--- config.mk ---
export PLATFORM = sky130hd
export DESIGN_NAME = cardif_csr
export DESIGN_NICKNAME = d
export VERILOG_FILES = /design/src/rtl/cardif_csr_pkg.sv /design/src/rtl/cardif_csr_decode.sv /design/src/rtl/cardif_csr_status.sv /design/src/rtl/cardif_csr_irq.sv /design/src/rtl/cardif_csr.sv
export SDC_FILE = /design/constraint.sdc
export NUM_CORES = 1
export LEC_CHECK = 0
export BUFFER_PORTS_ARGS = -buffer_cell sky130_fd_sc_hd__buf_2
export CAP_MARGIN = 15
export CORE_AREA = 3 3 181 183
export CTS_CLUSTER_DIAMETER = 60
export CTS_CLUSTER_SIZE = 24
export DETAILED_ROUTE_END_ITERATION = 7
export DIE_AREA = 0 0 184 186
export PLACE_DENSITY = 0.71
export RECOVER_POWER = 25
export SYNTH_ARGS = -nofsm -noshare
export SYNTH_HDL_FRONTEND = slang
export SYNTH_SLANG_ARGS = --single-unit
--- constraint.sdc ---
create_clock -name clk -period 2.7 [get_ports clk]
set_input_delay 0.405 -clock clk [delete_from_list [all_inputs] [get_ports clk]]
set_output_delay 0.405 -clock clk [all_outputs]
set_load 0.005 [all_outputs]
--- src/rtl/cardif_csr_pkg.sv ---
package cardif_csr_pkg;

  localparam int CSR_AW   = 12;
  localparam int CSR_DW   = 32;
  localparam int STICKY_W = 11;
  localparam int LIVE_W   = 11;
  localparam int NIRQ     = 2;

  typedef enum logic [4:0] {
    RG_NONE, RG_POWER, RG_CLOCK, RG_ARG, RG_CMD, RG_RCMD, RG_RESP,
    RG_DTIMER, RG_DLEN, RG_DCTRL, RG_DCNT, RG_STATUS, RG_CLEAR,
    RG_MASK, RG_FCNT, RG_FIFO, RG_ID
  } region_e;

  typedef struct packed {
    region_e    region;
    logic [2:0] idx;
  } decode_t;

  function automatic logic [7:0] id_byte(input logic [2:0] i);
    case (i)
      3'd0: id_byte = 8'h81;
      3'd1: id_byte = 8'h11;
      3'd2: id_byte = 8'h04;
      3'd3: id_byte = 8'h00;
      3'd4: id_byte = 8'h0D;
      3'd5: id_byte = 8'hF0;
      3'd6: id_byte = 8'h05;
      default: id_byte = 8'hB1;
    endcase
  endfunction

endpackage

--- src/rtl/cardif_csr_decode.sv ---
module cardif_csr_decode
  import cardif_csr_pkg::*;
(
  input  logic [CSR_AW-1:0] addr,
  output decode_t           dec
);

  always_comb begin
    dec.region = RG_NONE;
    dec.idx    = addr[4:2];
    if (addr[1:0] != 2'b00) begin
      dec.region = RG_NONE;
    end else if (addr[11:5] == 7'h7F) begin
      dec.region = RG_ID;
    end else if (addr[11:6] == 6'b000010) begin
      dec.region = RG_FIFO;
    end else begin
      case (addr)
        12'h000: dec.region = RG_POWER;
        12'h004: dec.region = RG_CLOCK;
        12'h008: dec.region = RG_ARG;
        12'h00C: dec.region = RG_CMD;
        12'h010: dec.region = RG_RCMD;
        12'h014: begin dec.region = RG_RESP; dec.idx = 3'd0; end
        12'h018: begin dec.region = RG_RESP; dec.idx = 3'd1; end
        12'h01C: begin dec.region = RG_RESP; dec.idx = 3'd2; end
        12'h020: begin dec.region = RG_RESP; dec.idx = 3'd3; end
        12'h024: dec.region = RG_DTIMER;
        12'h028: dec.region = RG_DLEN;
        12'h02C: dec.region = RG_DCTRL;
        12'h030: dec.region = RG_DCNT;
        12'h034: dec.region = RG_STATUS;
        12'h038: dec.region = RG_CLEAR;
        12'h03C: begin dec.region = RG_MASK; dec.idx = 3'd0; end
        12'h040: begin dec.region = RG_MASK; dec.idx = 3'd1; end
        12'h048: dec.region = RG_FCNT;
        default: dec.region = RG_NONE;
      endcase
    end
  end

endmodule

--- src/rtl/cardif_csr_status.sv ---
module cardif_csr_status #(
  parameter int STICKY_W = 11,
  parameter int LIVE_W   = 11,
  parameter int DW       = 32
) (
  input  logic                clk,
  input  logic                rst_n,
  input  logic [STICKY_W-1:0] set_i,
  input  logic [STICKY_W-1:0] clr_i,
  input  logic [LIVE_W-1:0]   live_i,
  output logic [DW-1:0]       status_o
);

  logic [STICKY_W-1:0] sticky_q, sticky_d;
  logic                sticky_en;

  always_comb begin
    sticky_en = (|set_i) | (|clr_i);
    sticky_d  = (sticky_q & ~clr_i) | set_i;
  end

  always_ff @(posedge clk or negedge rst_n) begin
    if (!rst_n)         sticky_q <= '0;
    else if (sticky_en) sticky_q <= sticky_d;
  end

  assign status_o = DW'({live_i, sticky_q});


  sticky_set_chk: assert property (@(posedge clk) disable iff (!rst_n)
    (|set_i) |=> ((sticky_q & $past(set_i)) == $past(set_i)));


  sticky_clr_chk: assert property (@(posedge clk) disable iff (!rst_n)
    (|(clr_i & ~set_i)) |=> ((sticky_q & $past(clr_i & ~set_i)) == '0));


  sticky_hold_chk: assert property (@(posedge clk) disable iff (!rst_n)
    (|(sticky_q & ~clr_i)) |=>
      ((sticky_q & $past(sticky_q & ~clr_i)) == $past(sticky_q & ~clr_i)));

endmodule

--- src/rtl/cardif_csr_irq.sv ---
module cardif_csr_irq #(
  parameter int NIRQ = 2,
  parameter int DW   = 32
) (
  input  logic [DW-1:0]            status_i,
  input  logic [NIRQ-1:0][DW-1:0]  mask_i,
  output logic [NIRQ-1:0]          irq_o
);

  for (genvar g = 0; g < NIRQ; g++) begin : g_line
    assign irq_o[g] = |(status_i & mask_i[g]);
  end

endmodule

--- src/rtl/cardif_csr.sv ---
module cardif_csr
  import cardif_csr_pkg::*;
(
  input  logic                   clk,
  input  logic                   rst_n,
  input  logic                   bus_sel,
  input  logic                   bus_wr,
  input  logic [11:0]            bus_addr,
  input  logic [31:0]            bus_wdata,
  output logic [31:0]            bus_rdata,
  output logic                   bus_err,
  input  logic [10:0]            evt_set,
  input  logic [10:0]            live_flags,
  input  logic [5:0]             resp_cmd,
  input  logic [3:0][31:0]       resp_word,
  input  logic [15:0]            data_cnt,
  input  logic [15:0]            fifo_cnt,
  input  logic [31:0]            fifo_rdata,
  output logic                   fifo_pop,
  output logic                   fifo_push,
  output logic [31:0]            fifo_wdata,
  output logic [7:0]             pwr_ctrl,
  output logic [7:0]             clk_ctrl,
  output logic [31:0]            cmd_arg,
  output logic [31:0]            cmd_word,
  output logic [31:0]            dto_limit,
  output logic [15:0]            xfer_len,
  output logic [7:0]             xfer_ctrl,
  output logic [1:0]             irq_line
);

  localparam int BYTE_W = 8;
  localparam int HALF_W = 16;

  decode_t dec;
  logic    wr_acc, rd_acc;

  logic [BYTE_W-1:0]          pwr_d, clkc_d, xctl_d;
  logic [HALF_W-1:0]          xlen_d;
  logic [CSR_DW-1:0]          arg_d, cmd_d, dto_d;
  logic [NIRQ-1:0][CSR_DW-1:0] mask_q, mask_d;
  logic [CSR_DW-1:0]          rd_mux, rdata_q, fwd_q, status;
  logic [STICKY_W-1:0]        clr_vec;
  logic                       err_q, pop_q, push_q;

  cardif_csr_decode u_dec (.addr(bus_addr), .dec(dec));

  assign wr_acc = bus_sel & bus_wr;
  assign rd_acc = bus_sel & ~bus_wr;

  // next-state for stored setup registers
  always_comb begin
    pwr_d  = pwr_ctrl;
    clkc_d = clk_ctrl;
    arg_d  = cmd_arg;
    cmd_d  = cmd_word;
    dto_d  = dto_limit;
    xlen_d = xfer_len;
    xctl_d = xfer_ctrl;
    mask_d = mask_q;
    clr_vec = '0;
    if (wr_acc) begin
      case (dec.region)
        RG_POWER:  pwr_d  = bus_wdata[BYTE_W-1:0];
        RG_CLOCK:  clkc_d = bus_wdata[BYTE_W-1:0];
        RG_ARG:    arg_d  = bus_wdata;
        RG_CMD:    cmd_d  = bus_wdata;
        RG_DTIMER: dto_d  = bus_wdata;
        RG_DLEN:   xlen_d = bus_wdata[HALF_W-1:0];
        RG_DCTRL:  xctl_d = bus_wdata[BYTE_W-1:0];
        RG_MASK:   mask_d[dec.idx[0]] = bus_wdata;
        RG_CLEAR:  clr_vec = bus_wdata[STICKY_W-1:0];
        default: ;
      endcase
    end
  end

  // read multiplexer
  always_comb begin
    rd_mux = '0;
    case (dec.region)
      RG_POWER:  rd_mux = CSR_DW'(pwr_ctrl);
      RG_CLOCK:  rd_mux = CSR_DW'(clk_ctrl);
      RG_ARG:    rd_mux = cmd_arg;
      RG_CMD:    rd_mux = cmd_word;
      RG_RCMD:   rd_mux = CSR_DW'(resp_cmd);
      RG_RESP:   rd_mux = resp_word[dec.idx[1:0]];
      RG_DTIMER: rd_mux = dto_limit;
      RG_DLEN:   rd_mux = CSR_DW'(xfer_len);
      RG_DCTRL:  rd_mux = CSR_DW'(xfer_ctrl);
      RG_DCNT:   rd_mux = CSR_DW'(data_cnt);
      RG_STATUS: rd_mux = status;
      RG_MASK:   rd_mux = mask_q[dec.idx[0]];
      RG_FCNT:   rd_mux = CSR_DW'(fifo_cnt);
      RG_FIFO:   rd_mux = fifo_rdata;
      RG_ID:     rd_mux = CSR_DW'(id_byte(dec.idx));
      default:   rd_mux = '0;
    endcase
  end

  always_ff @(posedge clk or negedge rst_n) begin
    if (!rst_n) begin
      pwr_ctrl  <= '0;
      clk_ctrl  <= '0;
      cmd_arg   <= '0;
      cmd_word  <= '0;
      dto_limit <= '0;
      xfer_len  <= '0;
      xfer_ctrl <= '0;
      mask_q    <= '0;
    end else if (wr_acc) begin
      pwr_ctrl  <= pwr_d;
      clk_ctrl  <= clkc_d;
      cmd_arg   <= arg_d;
      cmd_word  <= cmd_d;
      dto_limit <= dto_d;
      xfer_len  <= xlen_d;
      xfer_ctrl <= xctl_d;
      mask_q    <= mask_d;
    end
  end

  always_ff @(posedge clk or negedge rst_n) begin
    if (!rst_n)      rdata_q <= '0;
    else if (rd_acc) rdata_q <= rd_mux;
  end

  always_ff @(posedge clk or negedge rst_n) begin
    if (!rst_n) begin
      err_q  <= 1'b0;
      pop_q  <= 1'b0;
      push_q <= 1'b0;
    end else begin
      err_q  <= bus_sel & (dec.region == RG_NONE);
      pop_q  <= rd_acc & (dec.region == RG_FIFO);
      push_q <= wr_acc & (dec.region == RG_FIFO);
    end
  end

  always_ff @(posedge clk or negedge rst_n) begin
    if (!rst_n)                                  fwd_q <= '0;
    else if (wr_acc && dec.region == RG_FIFO)    fwd_q <= bus_wdata;
  end

  cardif_csr_status #(.STICKY_W(STICKY_W), .LIVE_W(LIVE_W), .DW(CSR_DW)) u_stat (
    .clk(clk), .rst_n(rst_n), .set_i(evt_set), .clr_i(clr_vec),
    .live_i(live_flags), .status_o(status)
  );

  cardif_csr_irq #(.NIRQ(NIRQ), .DW(CSR_DW)) u_irq (
    .status_i(status), .mask_i(mask_q), .irq_o(irq_line)
  );

  assign bus_rdata  = rdata_q;
  assign bus_err    = err_q;
  assign fifo_pop   = pop_q;
  assign fifo_push  = push_q;
  assign fifo_wdata = fwd_q;


  err_src_chk: assert property (@(posedge clk) disable iff (!rst_n)
    bus_err |-> $past(bus_sel));


  err_rzero_chk: assert property (@(posedge clk) disable iff (!rst_n)
    (bus_err && !$past(bus_wr)) |-> (bus_rdata == '0));


  pwr_width_chk: assert property (@(posedge clk) disable iff (!rst_n)
    (wr_acc && dec.region == RG_POWER) |=> (pwr_ctrl == $past(bus_wdata[7:0])));


  irq_quiet_chk: assert property (@(posedge clk) disable iff (!rst_n)
    (mask_q[0] == '0) |-> !irq_line[0]);


  fifo_excl_chk: assert property (@(posedge clk) disable iff (!rst_n)
    $onehot0({fifo_pop, fifo_push}));

endmodule

==> qor.csv, run 1 <==
metric,value,unit
hold_ws,0.0173,ns
htreeDepth,1,
cp_max_fo,13,
wire_per_inst,26.5,microns
synth_edf_count,0,
drv_cap,0,
fmax,383,MHz
fin_crit_sh,96.7,%
synth_top_area_cell,dfrtp_1,
layout_common_cells,"buf_2, dfrtp_1, mux2_2",
grt_pass1_vias,13800,
port_buffers,472,
fin_skew,0.0357,ns
synth_nets,1567,
synth_top_area_share,48.3,%
wl_met1,24400,microns
met3WireLength,5700,microns
synth_cell_type_count,69,
ys_ff_latch,278,
layout_commonest_cell,buf_2,
avgSynthCellArea,11.1,sq um
p_clk_share,42.3,%
clockBufferDepth,3,
dieArea,34200,sq um
layout.nets,2185,
pwr_density_cell,454,nW/um^2
wl,62000,microns
grt_first_pass_wirelength,88800,microns
start_util,45.8,%
p_leak,0.0102,uW
core_area,31400,sq um
critical_path_arrival,3.06,ns
syn_area,14400,sq um
clock-sinks,278,
p_sw,2470,uW
die_y,186,microns
crit_required,3.15,ns
endpoint_kind,flop,
comb_power_share,10.5,%
routed.top_layer,met5,
tightest_slew,1.41,ns
clkLatencyLatePin,0.55,ns
critPathKind,in2reg,
cts_tree,yes,
io_pins,473,
synthFlopType,dfrtp_1,
antenna_found_initial,4,
place.gp.congestion,0.968,
crit_path_start_kind,input pin,
synthCells,1299,
ys_seq_area_share,48.3,%
num_rows,65,
clock-root-buffer,clkbuf_16,
dpl.hpwl,48200,microns
setup_viol,0,
min_path_type,in2reg,
drive_above_1_share,52.1,%
grt_use_total,34.7,%
yosys_warnings,0,
swShare,27.5,%
drv_slew,0,
hold_viol,0,
die_width,184,microns
p_int,6520,uW
setup_tns,0,ns
area_delta_synth_final,37.6,%
drt_iter0_drc,1485,
grt_max_degree,79,
ir_drop,0.568,mV
synthTopCellsByArea,"dfrtp_1, mux2_2, nand2_1",
numCtsBuffers,24,
vias_per_cell,6.05,
grt.overflow.total,0,
slew_headroom,5.82,%
wl_met2,29300,microns
outcome,completed,
async_flop_share,100,%
post-route-util,63.1,%
dr.pass1.iters,8,
seqPwrFrac,47.2,%
ant_nets,0,
drcViolationCount,0,
fillerInstances,2578,
clk_pin_slew_worst_paths,0.09,ns
vias,14100,
period_needed,2.61,ns
routing by layer:
| metal | vias to the layer above | global-route usage [%] |
|---|---|---|
| li1 | 6098 | - |
| met1 | 7028 | 45.9 |
| met3 | 161 | 6.84 |
| met2 | 858 | 57.6 |
| met4 | 2 | 12.0 |
| met5 | - | 0 |
stage by stage:
step                power, uW  area, sq um  std cells  setup slack [ns]
global placement         5240        18900       2288            -0.706
detailed placement       5250        18900       2288            -0.750
CTS                      9020        19800       2334           0.00315
global route             9280        19800       2339          -0.00297
floorplan                4610        14500       1299            -0.109
finish                   8990        19800       2339            0.0892
registers in the layout, indices dropped and copies added (netlist names):
name / cells
fifo_wdata: 32
xfer_len: 16
cmd_arg: 32
mask_q: 64
u_stat.sticky_q: 11
fifo_push: 1
clk_ctrl: 8
fifo_pop: 1
dto_limit: 32
xfer_ctrl: 8
bus_err: 1
cmd_word: 32
bus_rdata: 32
pwr_ctrl: 8
Yosys cell counts (3+ instances only):
| library cell | instances |
|---|---|
| and3_1 | 9 |
| buf_8 | 3 |
| buf_2 | 19 |
| a22oi_1 | 45 |
| nand2_1 | 154 |
| nand2b_1 | 4 |
| mux2_2 | 206 |
| mux2i_1 | 39 |
| or4_1 | 5 |
| o21ai_0 | 26 |
| a221oi_1 | 21 |
| a2111oi_0 | 20 |
| clkbuf_1 | 61 |
| nand3_1 | 11 |
| a221o_1 | 12 |
| a22o_1 | 12 |
| and2_1 | 6 |
| a222oi_1 | 10 |
| nand3b_1 | 4 |
| buf_4 | 7 |
| a21o_1 | 13 |
| o22ai_1 | 4 |
| mux2_4 | 29 |
| a21oi_1 | 95 |
| o211ai_1 | 10 |
| o21ai_1 | 3 |
| or4b_1 | 3 |
| nor3_1 | 16 |
| o2bb2ai_1 | 8 |
| nor4_4 | 3 |
| buf_1 | 12 |
| nor4_1 | 3 |
| nand4_1 | 10 |
| a31oi_1 | 3 |
| o221ai_1 | 4 |
| dfrtp_1 | 278 |
| nor2_1 | 79 |
| and3b_1 | 3 |
| a211oi_1 | 11 |
critical path: stages:
cell and delay, ns:
buf_2 0.14, buf_4 0.15, or4b_1 0.51, o21ai_1 0.22, a221oi_1 0.17, o21a_1 0.26, nor4_4 0.38, and2_4 0.28
buf_12 0.18, mux2_2 0.35
power by group through the flow:
| stage | clock [uW] | sequential [uW] | combinational [uW] |
|---|---|---|---|
| global placement | 0 | 4320 | 920 |
| floorplan | 0 | 4320 | 284 |
| CTS | 3850 | 4240 | 936 |
| detailed placement | 0 | 4330 | 928 |
| global route | 4020 | 4250 | 1010 |
| finish | 3800 | 4240 | 943 |
cell type report:
class,count,area [sq um],share of cell area (%)
Inverter,1,3.75,0.0190
Timing Repair Buffer,694,4300,21.7
Antenna cell,2,5.00,0.0253
Clock inverter,18,259,1.31
Tap cell,402,503,2.54
Clock buffer,26,628,3.17
Multi-Input combinational cell,918,7150,36.1
Sequential cell,278,6960,35.1
worst paths after layout:
kind	startpoint	end	slack (ns)	cells past startpoint
worst min-delay path	evt_set[0]	u_stat.sticky_q[0]	0.02	2
worst max register to register	xfer_len[11]	bus_rdata[11]	0.46	8
worst max-delay path	bus_addr[3]	fifo_wdata[31]	0.09	10
worst min register to register	bus_rdata[23]	bus_rdata[23]	0.50	2
min in group asynchronous	rst_n	cmd_word[25]	0.40	2
max in group asynchronous	rst_n	cmd_arg[8]	0.48	3
logic make-up (layout without fill, tap and decap cells):
family / Yosys count / in the layout / share of synthesized area [%]
AOI/OAI and AO/OA: 312 / 312 / 15.2
and+or+nand+nor: 331 / 331 / 11.3
xor gates and xnor gates: 1 / 1 / 0.0609
muxes: 274 / 274 / 21.9
DFF: 278 / 278 / 48.3
other: 0 / 2 / 0
buffers and inverters: 103 / 739 / 3.27
what timing repair did:
item                                   4_1_cts  5_1_grt
resized for setup                            4       12
gates cloned                                 0        0
endpoints found under the hold margin       74        0
buffers inserted                             1        3
pin swaps                                    1        1
hold buffers                                 1        0
setup endpoints to repair                    3       61
Power figures use the tool's default switching activity.
==> inputs of run 2 (changes only) <==
ABC_AREA = 1   (was not set)
GPL_TIMING_DRIVEN = 0   (was not set)
PLACE_DENSITY = 0.72   (was 0.71)
==> qor.csv, run 2 <==
metric,value,unit
outcome,"complete, but fails checks",
violations,"max-capacitance violations, max-slew violations, negative setup slack",
synth_cell_type_count,47,
largest-register,mask_q,
grt_max_degree,117,
hold_viol,0,
synthTopCellsByArea,"dfrtp_1, nand2_1, o21ai_0",
area_delta_synth_final,28.1,%
layout_common_cells,"nand2_1, buf_2, dfrtp_1",
clock-root-buffer,clkbuf_16,
cp_max_fo,10,
setup_viol,1,
endpoint_kind,flop,
yosys_warnings,0,
crit_path_start_kind,input pin,
vias,16600,
wl,69600,microns
largest_register_ffs,64,
swShare,27.1,%
htreeDepth,1,
start_util,46.3,%
synth_top_area_share,47.9,%
wire_per_inst,24.1,microns
post-route-util,59.3,%
dr.pass1.iters,7,
layout.nets,2727,
comb_power_share,8.7,%
p_sw,2470,uW
clockBufferDepth,3,
port_buffers,471,
synthCells,1948,
grt.overflow.total,0,
cts_tree,yes,
die_width,184,microns
period_needed,2.70,ns
drcViolationCount,0,
fmax,370,MHz
setup_tns,-0.00305,ns
synth_nets,2216,
grt_first_pass_wirelength,99300,microns
drv_cap,1,
numCtsBuffers,26,
drive_above_1_share,25.3,%
p_leak,0.0102,uW
critPathKind,in2reg,
drv_slew,56,
synth_edf_count,0,
clk_pin_slew_worst_paths,0.08,ns
vias_per_cell,5.74,
clkLatencyLatePin,0.55,ns
grt_pass1_vias,15600,
syn_area,14500,sq um
layout_commonest_cell,nand2_1,
synthFlopType,dfrtp_1,
critical_path_arrival,3.19,ns
seqPwrFrac,45.8,%
grt_use_total,39.1,%
async_flop_share,100,%
p_clk_share,45.6,%
num_rows,65,
fin_skew,0.0153,ns
ys_seq_area_share,47.9,%
core_area,31400,sq um
dieArea,34200,sq um
fin_crit_sh,100,%
dpl.hpwl,54300,microns
io_pins,473,
crit_required,3.18,ns
synth_top_cells_by_count,"nand2_1, dfrtp_1, o21ai_0",
antenna_found_initial,3,
slew_headroom,-3.06,%
ir_drop,0.438,mV
ys_ff_latch,278,
drt_iter0_drc,1952,
p_int,6650,uW
avgSynthCellArea,7.46,sq um
synth_top_area_cell,dfrtp_1,
yosysMostFrequentCell,nand2_1,
pwr_density_cell,490,nW/um^2
ant_nets,0,
place.gp.congestion,1.02,
clock-sinks,278,
min_path_type,in2reg,
die_y,186,microns
setup_slack,-0.00305,ns
tightest_slew,1.55,ns
[run 2: cell types whose count changed after synthesis, moves of 41 or more]
cell / delta
o21ai_1: +41
nand2_1: +643
a21oi_1: -60
a22oi_1: -43
nand3_1: +67
inv_1: +137
o21ai_0: +195
mux2_2: -206
[run 2: timing repair]
action | in CTS | in global routing
endpoints found under the hold margin | 55 | 0
setup buffers | 2 | 7
gates resized for setup | 3 | 21
hold buffers | 1 | 0
endpoints found under the setup margin | 8 | 36
pin swaps | 1 | 4
[run 2: layer usage]
layer  GRT usage [%]  share of wire (%)  vias up
li1                -                  -     7379
met1            52.4                 39     7872
met2            60.8                 44     1091
met3            8.11                 11      208
met4            19.2                5.7        2
met5               0              0.017        -
[run 2: area by class of cell]
class	count	area, sq um
fillers	3056	12800
flip-flops and latches	278	6960
multi-input cells	1428	6650
repair buffers	484	2500
clock buffers	30	717
inverters	155	594
well taps	402	503
plain buffers	86	428
clock inverters	18	265
diodes	3	7.51
[run 2: logic make-up (layout without fill, tap and decap cells)]
family	Yosys count	count (layout)	share of synthesized area, %
AO/OA/AOI/OAI	383	383	15.0
buffers and inverters	242	773	7.01
flip-flops	278	278	47.9
other	0	3	0
AND/OR/NAND/NOR	1045	1045	30.1
[run 2: through the flow]
stage          instances  setup slack [ns]  cell area [sq um]  hold slack, ns  total power [uW]
6_report            2884          -0.00305              18600          0.0433              9120
5_1_grt             2882          -0.00477              18600          0.0482              9350
4_1_cts             2875          -0.00504              18500          0.0345              9110
3_5_place_dp        2824            -0.747              17500           0.366              5020
3_3_place_gp        2821             -3.98              17400           0.459              5010
2_1_floorplan       1948             0.498              14500           0.109              4530
[run 2: path summary, 6_finish.rpt]
path | from | endpoint | slack (ns) | cells after the start
setup / recovery | bus_addr[0] | bus_rdata[8] | -0.003 | 17
hold / removal | evt_set[7] | u_stat.sticky_q[7] | 0.04 | 2
setup reg to reg | u_stat.sticky_q[0] | bus_rdata[0] | 0.92 | 4
hold reg to reg | bus_rdata[9] | bus_rdata[9] | 0.48 | 2
max in group asynchronous | rst_n | bus_rdata[3] | 0.56 | 3
min in group asynchronous | rst_n | cmd_arg[25] | 0.79 | 2
[run 2: worst max-delay path, cell delays in order]
cell     delay (ns)
buf_2          0.12
nor2_4         0.25
nand2_2        0.14
inv_1          0.17
nand3_1        0.11
nand2_1        0.14
inv_2          0.10
nand3_1        0.10
nand2_2        0.17
nor2_4         0.34
buf_2          0.29
a21oi_1        0.09
nand2_1        0.08
nand2_1        0.17
nand4_1        0.28
nand2_1        0.13
nand2_1        0.09
[run 2: power groups by stage]
stage	registers [uW]	clock network (uW)	logic (uW)
2_1_floorplan	4260	0	269
3_3_place_gp	4260	0	747
3_5_place_dp	4260	0	763
4_1_cts	4180	4170	769
5_1_grt	4180	4330	849
6_report	4180	4160	790
